===== src/rtl/integ_adc_seq.sv =====
module integ_adc_seq #(
  parameter int CNT_W    = 16,
  parameter int RES_W    = 12,
  parameter int REF_CODE = 4000,
  parameter int RC_W     = 8
) (
  input  logic             clk,
  input  logic             rst_n,
  input  logic             start,
  input  logic [1:0]       start_chan,
  input  logic [CNT_W-1:0] discharge_cycles,
  input  logic [CNT_W-1:0] timeout_limit,
  input  logic [RC_W-1:0]  recal_interval,
  input  logic             integ_in,
  output logic [2:0]       mode_sel,
  output logic             busy,
  output logic             result_valid,
  output logic             result_err,
  output logic [1:0]       result_chan,
  output logic [RES_W-1:0] result
);

  localparam int NW   = CNT_W + RES_W;
  localparam int BC_W = $clog2(NW + 1);
  localparam logic [NW-1:0] REF_N = NW'(REF_CODE);

  typedef enum logic [2:0] {S_IDLE, S_DIS, S_RISE, S_HIGH, S_DIV, S_DONE} st_t;
  typedef enum logic [1:0] {PH_G, PH_R, PH_I} ph_t;

  st_t st;
  ph_t ph;
  logic [1:0]       chan_q, sync_q;
  logic [CNT_W-1:0] dis_q, to_q, tmr, cnt, tg, tr, den, rem;
  logic [NW-1:0]    quo;
  logic [BC_W-1:0]  bitc;
  logic [RC_W-1:0]  conv_cnt;
  logic             cal_ok, err_q;
  logic [RES_W-1:0] res_q;

  wire              s_in    = sync_q[1];
  wire [CNT_W-1:0]  dis_eff = (dis_q == '0) ? CNT_W'(1) : dis_q;
  wire [RC_W-1:0]   rc_eff  = (recal_interval == '0) ? RC_W'(1) : recal_interval;
  wire              need_cal = !cal_ok || (conv_cnt >= rc_eff);

  wire [CNT_W:0]    dv_sh  = {rem, quo[NW-1]};
  wire              dv_ge  = dv_sh >= {1'b0, den};
  wire [CNT_W:0]    dv_sub = dv_sh - {1'b0, den};
  wire [NW-1:0]     quo_nx = {quo[NW-2:0], dv_ge};
  wire [CNT_W-1:0]  rem_nx = dv_ge ? dv_sub[CNT_W-1:0] : dv_sh[CNT_W-1:0];
  wire [NW-1:0]     num    = {{RES_W{1'b0}}, cnt - tg} * REF_N;

  assign busy         = (st != S_IDLE);
  assign result_valid = (st == S_DONE);
  assign result_err   = err_q;
  assign result_chan  = chan_q;
  assign result       = res_q;

  always_comb begin
    case (st)
      S_DIS:          mode_sel = 3'd0;
      S_RISE, S_HIGH: case (ph)
                        PH_G:    mode_sel = 3'd1;
                        PH_R:    mode_sel = 3'd2;
                        default: mode_sel = {1'b0, chan_q} + 3'd3;
                      endcase
      default:        mode_sel = 3'd7;
    endcase
  end

  always_ff @(posedge clk or negedge rst_n)
    if (!rst_n) sync_q <= '0;
    else        sync_q <= {sync_q[0], integ_in};

  always_ff @(posedge clk or negedge rst_n) begin
    if (!rst_n) begin
      st <= S_IDLE; ph <= PH_G; chan_q <= '0;
      dis_q <= '0; to_q <= '0; tmr <= '0; cnt <= '0;
      tg <= '0; tr <= '0; den <= '0; rem <= '0; quo <= '0; bitc <= '0;
      conv_cnt <= '0; cal_ok <= 1'b0; err_q <= 1'b0; res_q <= '0;
    end else begin
      case (st)
        S_IDLE: if (start) begin
          chan_q <= start_chan;
          dis_q  <= discharge_cycles;
          to_q   <= timeout_limit;
          err_q  <= 1'b0;
          tmr    <= '0;
          ph     <= need_cal ? PH_G : PH_I;
          if (need_cal) conv_cnt <= '0;
          st     <= S_DIS;
        end
        S_DIS: begin
          if (tmr >= dis_eff - CNT_W'(1)) begin
            tmr <= '0;
            st  <= S_RISE;
          end else tmr <= tmr + CNT_W'(1);
        end
        S_RISE: begin
          if (s_in) begin
            cnt <= CNT_W'(1);
            st  <= S_HIGH;
          end else if (tmr >= to_q) begin
            err_q <= 1'b1; cal_ok <= 1'b0; res_q <= '0; st <= S_DONE;
          end else tmr <= tmr + CNT_W'(1);
        end
        S_HIGH: begin
          if (s_in) begin
            if (cnt >= to_q) begin
              err_q <= 1'b1; cal_ok <= 1'b0; res_q <= '0; st <= S_DONE;
            end else cnt <= cnt + CNT_W'(1);
          end else begin
            tmr <= '0;
            case (ph)
              PH_G: begin
                tg <= cnt; ph <= PH_R; st <= S_DIS;
              end
              PH_R: begin
                if (cnt <= tg) begin
                  err_q <= 1'b1; cal_ok <= 1'b0; res_q <= '0; st <= S_DONE;
                end else begin
                  tr <= cnt; cal_ok <= 1'b1; ph <= PH_I; st <= S_DIS;
                end
              end
              default: begin
                if (cnt <= tg) begin
                  res_q <= '0; st <= S_DONE;
                end else begin
                  quo  <= num;
                  den  <= tr - tg;
                  rem  <= '0;
                  bitc <= '0;
                  st   <= S_DIV;
                end
              end
            endcase
          end
        end
        S_DIV: begin
          quo  <= quo_nx;
          rem  <= rem_nx;
          bitc <= bitc + BC_W'(1);
          if (bitc == BC_W'(NW - 1)) begin
            res_q <= (|quo_nx[NW-1:RES_W]) ? {RES_W{1'b1}} : quo_nx[RES_W-1:0];
            st    <= S_DONE;
          end
        end
        S_DONE: begin
          if (!err_q && conv_cnt != {RC_W{1'b1}}) conv_cnt <= conv_cnt + RC_W'(1);
          st <= S_IDLE;
        end
        default: st <= S_IDLE;
      endcase
    end
  end

  logic [CNT_W:0] dis_run;
  always_ff @(posedge clk or negedge rst_n)
    if (!rst_n)                dis_run <= '0;
    else if (mode_sel == 3'd0) dis_run <= (dis_run == '1) ? dis_run : dis_run + 1'b1;
    else                       dis_run <= '0;

  AST_DISCHARGE_HELD: assert property (@(posedge clk) disable iff (!rst_n)
    (st == S_RISE && $past(st) == S_DIS) |-> dis_run >= {1'b0, dis_eff});
  AST_VALID_ONE: assert property (@(posedge clk) disable iff (!rst_n)
    result_valid |=> !result_valid);
  AST_IDLE_AFTER: assert property (@(posedge clk) disable iff (!rst_n)
    result_valid |=> (mode_sel == 3'd7 && !busy));
  AST_ERR_ZERO: assert property (@(posedge clk) disable iff (!rst_n)
    (result_valid && result_err) |-> result == '0);
  AST_DIV_CAL: assert property (@(posedge clk) disable iff (!rst_n)
    (st == S_DIV) |-> (cal_ok && tr > tg));
  AST_WIDTH_BOUND: assert property (@(posedge clk) disable iff (!rst_n)
    (st == S_HIGH) |-> cnt <= to_q);

endmodule


===== config.mk =====
export PLATFORM = sky130hd
export DESIGN_NAME = integ_adc_seq
export DESIGN_NICKNAME = d
export VERILOG_FILES = /design/src/rtl/integ_adc_seq.sv
export SDC_FILE = /design/constraint.sdc
export NUM_CORES = 1
export LEC_CHECK = 0
export CORE_MARGIN = 5
export CORE_UTILIZATION = 56
export DETAILED_ROUTE_END_ITERATION = 16
export PLACE_DENSITY = 0.85
export SYNTH_ARGS = -nofsm -noshare
export SYNTH_HDL_FRONTEND = slang
export SYNTH_SLANG_ARGS = --single-unit

===== constraint.sdc =====
create_clock -name clk -period 12.7 [get_ports clk]
set_input_delay 1.905 -clock clk [delete_from_list [all_inputs] [get_ports clk]]
set_output_delay 1.905 -clock clk [all_outputs]
set_load 0.02 [all_outputs]

=== Yosys cells after proc, flatten, opt, wreduce, memory -nomap -nowiden ===
Cells that the tools add are included.

* Output and inout bits: 20
* Logic and storage cells: 170
* Register bits: 192

* Multiplexer cells: 72
* Order comparisons: 6
* Eq/ne operators: 29
* Bitwise gates (word level): 3
* Reduce and logical (&&, ||, !) cells: 32
* $add $sub $neg: 9
* Multipliers: 1

{| class="wikitable"
|+ Operator list
! cell !! number
|-
| 16-bit two-way mux || 13
|-
| 12-bit two-way mux || 8
|-
| 28-bit two-way mux || 3
|-
| 16-bit case mux with 2 select lines || 2
|-
| 16-bit case mux with 4 select lines || 1
|-
| 28-bit case mux with 2 select lines || 1
|-
| 16-bit greater-or-equal comparator || 3
|-
| 16-bit subtractor || 3
|-
| 12-bit case mux with 3 select lines || 1
|-
| 16-bit by 1-bit adder with 16-bit output, second input constant || 2
|-
| 8-bit two-way mux || 4
|-
| 2-bit != test, second input constant || 13
|-
| 3-bit two-way mux || 8
|-
| 16-bit by 7-bit multiplier with 23-bit output, second input constant || 1
|-
| 3-bit != test, second input constant || 7
|-
| 4-bit AND reduction || 5
|-
| 5-bit AND reduction || 4
|-
| 3-bit case mux with 2 select lines || 3
|-
| 17-bit by 16-bit greater-or-equal comparator with 1-bit output || 1
|-
| 16-bit <= comparator || 1
|-
| 16-bit logical NOT || 1
|-
| 8-bit case mux with 2 select lines || 1
|-
| 16-bit OR reduction || 1
|-
| 16-bit by 1-bit subtractor with 16-bit output, second input constant || 1
|-
| other kinds (33) || 64
|}

=== Logic depth before layout (Yosys ltp) ===
* Word-level depth: 7
* Depth in mapped cells: 27
* Depth with buffers taken out: 27

=== Least setup slack after synthesis ===
OpenSTA, ideal clock, no wires.

* Kind: register -> register
* Start: register cnt[0]
* End: register quo[25]
* Stages on the path, launching flop included: 28
* Arrival time: 6.215 ns
* Path slack: 6.403 ns
* Setup time: 0.083 ns
* Cells stage by stage: dfrtp_1 inv_1 ha_1 inv_1 fa_1 a21oi_1 o21ai_1 a2111o_1 a31o_1 a21oi_1 xnor2_1 ha_1 inv_1 fa_1 inv_1 fa_1 inv_1 fa_1 inv_1 ha_1 nand2_1 nor3_1 a211oi_1 a21oi_1 o31ai_2 a21boi_0 mux2_2 o21ai_0

* Cells in the longest elaborated chain, start to end: 6
* Elaborated cells between the ends (all ways): 9
* Those cells by class: 1 x add/sub; 1 x mul; 1 x order compare; 1 x eq/ne; 4 x mux; 1 x reduce/logical

{| class="wikitable"
|+ RTL lines
! element !! line !! text
|-
| start, declared || 33 || <nowiki>logic [CNT_W-1:0] dis_q, to_q, tmr, cnt, tg, tr, den, rem;</nowiki>
|-
| start signal, assigned || 110 || <nowiki>end else cnt <= cnt + CNT_W'(1);</nowiki>
|-
| 16-bit subtractor || 50 || <nowiki>wire [NW-1:0] num = {{RES_W{1'b0}}, cnt - tg} * REF_N;</nowiki>
|-
| 16-bit by 7-bit multiplier with 23-bit output || 50 ||
|-
| 28-bit two-way mux || 125 || <nowiki>if (cnt <= tg) begin</nowiki>
|-
| 28-bit two-way mux || 113 || <nowiki>case (ph)</nowiki>
|-
| 28-bit two-way mux || 107 || <nowiki>if (s_in) begin</nowiki>
|-
| 28-bit case mux with 2 select lines || 81 || <nowiki>case (st)</nowiki>
|-
| end signal, assigned || 128 || <nowiki>quo <= num;</nowiki>
|-
| end signal, assigned || 139 || <nowiki>quo <= quo_nx;</nowiki>
|-
| end, declared || 34 || <nowiki>logic [NW-1:0] quo;</nowiki>
|}

Parallel ways exist; a longest one is shown, timed or not. The select of a mux whose other input is x is not followed.
A chain may end at the register's enable or synchronous reset.

=== Final worst setup path ===
Same ends and word-level chain as after synthesis.

==> impl_metrics.env <==
export IMPL_count_of_input_and_output_buffers=65
export IMPL_synthArstFlopShare=1.00
export IMPL_clock_skew_final_ns=0.0140
export IMPL_setup_worst_path_class="reg2reg"
export IMPL_cp_common_cell="inv_1"
export IMPL_critical_path_top_delay_family="adder cells"
export IMPL_worstHoldStart="sync_q[0]"
export IMPL_cts_hold_buffers_added=0
export IMPL_critPathMaxStageDelay_ns=0.54
export IMPL_crit_slowest_cell="fa_1"
export IMPL_worstSetupPathDepth=27
export IMPL_io_pin_count=66
export IMPL_synth_ff_type="dfrtp_1"
export IMPL_wire_per_inst_um=17.1
export IMPL_register_bit_total_from_synthesis=192
export IMPL_groute_usage_overall=0.231
export IMPL_fraction_of_post_synthesis_cell_area_in_the_top_cell_type_by_area=0.325
export IMPL_syn_cell_area_um2=14800
export IMPL_fillCellCount=2094
export IMPL_critical_path_reg2reg_endpoint="quo[25]"
export IMPL_worst_hold_end="sync_q[1]"
export IMPL_final_hold_viol_count=0
export IMPL_via_count=12100
export IMPL_final_min_period_over_clock_period=0.567
export IMPL_fin_max_slew_vios=0
export IMPL_vias_per_cell=5.98
export IMPL_outcome="complete, no violations"
export IMPL_yosys_top_cells_area="dfrtp_1 (32%), ha_1 (13%), fa_1 (6.6%)"
export IMPL_post_dp_hpwl_mm=25.7
export IMPL_totalWireLength_mm=34.5
export IMPL_worstSetupStartpointType="flop"
export IMPL_slew_headroom=0.295
export IMPL_crit_path_max_fanout=8
export IMPL_grt_antenna_before_repair=0
export IMPL_numCtsBuffers=17
export IMPL_setup_ws_ns=5.50
export IMPL_fmax_mhz=139
export IMPL_areaGrowthSynthToFinish_pct=10.5
export IMPL_total_negative_slack_ns=0
export IMPL_clock_tree_htree_level_count=4
export IMPL_avgSynthCellArea_um2=9.15
export IMPL_cts_resized=0
export IMPL_grt_start_max_net_pins=82
export IMPL_timing_hold_worst_class="reg2reg"
export IMPL_combined_flip_flop_and_latch_cell_area_um2=4800
export IMPL_antennaDiodeCount=0
export IMPL_cts_root_buf="clkbuf_16"
export IMPL_finalHoldWorstSlack_ns=0.355
export IMPL_reg2reg_slack_ns=5.50
export IMPL_fp_dieArea_um2=29800
export IMPL_ctsLongestPathBuffers=2
export IMPL_final_period_minus_worst_setup_slack_ns=7.20
export IMPL_synthCells=1616
export IMPL_r2r_cells=27
export IMPL_setup_violations_final=0
export IMPL_fp_dieW_um=173
export IMPL_rsz0062_at_grt="false"
export IMPL_path_clk_slew_ns=0.08
export IMPL_worstSetupEndpointType="flop"
export IMPL_first_iter_violations=955
export IMPL_drtAntennaViolNets=0
export IMPL_area_of_the_multi_input_gates_um2=9150
export IMPL_drive_gt1_frac=0.0637
export IMPL_synthDistinctLibCells=82
export IMPL_preCtsSetupSlack_ns=5.78
export IMPL_fp_row_count=59
export IMPL_clkSinkCount=192
export IMPL_worst_pin_slew_ns=1.05
export IMPL_cp_data_arrival_time_ns=7.53
export IMPL_drt_first_pass_iters=5
export IMPL_worst_r2r_startpoint="cnt[0]"
export IMPL_cts_tree="yes"
export IMPL_edff_count_synth=0
export IMPL_floorplan_initialDensity=0.567
export IMPL_num_nets_final=1921
export IMPL_grt_remaining_overflow=0
export IMPL_first_pass_grt_wire_length_mm=59.1
export IMPL_coreArea_um2=26100
export IMPL_critical_path_n_buffers_inverters=6
export IMPL_yosysTopAreaCell="dfrtp_1"
export IMPL_timing_max_cap_violations=0
export IMPL_worstPathRequired_ns=13.02
export IMPL_synth_seq_area_share=0.325
export IMPL_worst_skew_pair_late_latency_ns=0.45
export IMPL_first_global_vias=12400
export IMPL_whs_path_depth=0
export IMPL_synth_warning_count=0
export IMPL_cts_repair_timing_setup_buffer_count=0
export IMPL_die_height_um=173
export IMPL_place_gp_congestion=0.934
export IMPL_drt_drc_violations_left=0
export IMPL_syn_num_nets=1869
placed cells by master (no fill, tap or decap), types with 16 or more instances in the layout:
| master | instances |
|---|---|
| inv_1 | 168 |
| nand2_1 | 174 |
| nor4_1 | 17 |
| fa_1 | 49 |
| nand3_1 | 46 |
| and3_1 | 21 |
| dfrtp_1 | 192 |
| mux2i_1 | 22 |
| a21oi_1 | 74 |
| o21ai_0 | 112 |
| nor2_1 | 87 |
| clkbuf_16 | 17 |
| a211oi_1 | 16 |
| nor3_1 | 29 |
| nand4_1 | 24 |
| ha_1 | 158 |
| clkdlybuf4s50_1 | 64 |
| xor2_1 | 54 |
| mux2_2 | 29 |
| a21o_1 | 40 |
| xnor2_1 | 46 |
registers in the layout, summed over array words and instances (netlist names), 2 cells and up:
register     flops
quo             28
cnt             16
den             16
dis_q           16
rem             16
tg              16
tmr             16
to_q            16
tr              16
result          12
conv_cnt         8
bitc             5
st               3
ph               2
result_chan      2
sync_q           2
worst max-delay path by stage:
stage	start	end	slack [ns]
global placement	cnt[0]	quo[25]	6.03
global route	cnt[0]	quo[25]	5.03
finish	cnt[0]	quo[25]	5.50
floorplan	cnt[0]	quo[25]	6.40
detailed placement	cnt[0]	quo[25]	5.78
CTS	cnt[0]	quo[25]	5.56
cells in the mapped netlist (5+ instances only):
library cell    n
a211oi_1       16
a21o_1         40
or3_1           8
fa_1           49
nand2_1       174
nor2b_1        11
nor4_1         17
inv_1         168
o21ai_0       112
a21oi_1        74
nand3_1        46
or2_2           9
nor3_1         29
o31ai_1        11
dfrtp_1       192
and2_1         10
mux2_2         29
nor2_1         87
nand3b_1        5
xnor2_1        46
o21a_1         14
mux2i_1        22
ha_1          158
a21boi_0        5
clkbuf_1       28
a31oi_1         7
nand2b_1       10
buf_2          17
a22o_1          8
a221o_1        10
and3_1         21
nand4_1        24
a22oi_1        12
o211ai_1        9
xor2_1         54
or4_1           6
kinds of logic after synthesis:
family / count (synthesis) / share of synthesized area
compound gates: 372 / 0.165
xor+xnor: 100 / 0.0592
fa+ha+maj: 209 / 0.201
buf+inv: 215 / 0.0565
flops: 192 / 0.325
mux: 53 / 0.0385
simple gates: 475 / 0.154
per-stage QoR:
step	area, um2	utilization	cells
2_1_floorplan	14800	-	1616
3_3_place_gp	15800	0.605	1984
3_5_place_dp	15800	0.605	1984
4_1_cts	16300	0.627	2016
5_1_grt	16300	0.627	2016
6_report	16300	0.627	2016
metal layers:
layer  routed length (um)  GRT usage  up-vias  part of all wire
met5                    0          0        -                 0
li1                     -          -     5777                 -
met1                15000      0.303     5892              0.44
met4                  685     0.0664        0             0.020
met3                 1770     0.0382       57             0.051
met2                17000      0.396      326              0.49
final cells by class:
type	count	share of cell area
Clock buffer	18	0.0269
Inverter	169	0.0388
Tap cell	335	0.0256
Sequential cell	192	0.294
Multi-Input combinational cell	1209	0.560
Clock inverter	14	0.00865
Timing Repair Buffer	79	0.0465
Power is not shown: default switching activity piles up to over one toggle a cycle in this logic, so the estimate is an artifact.
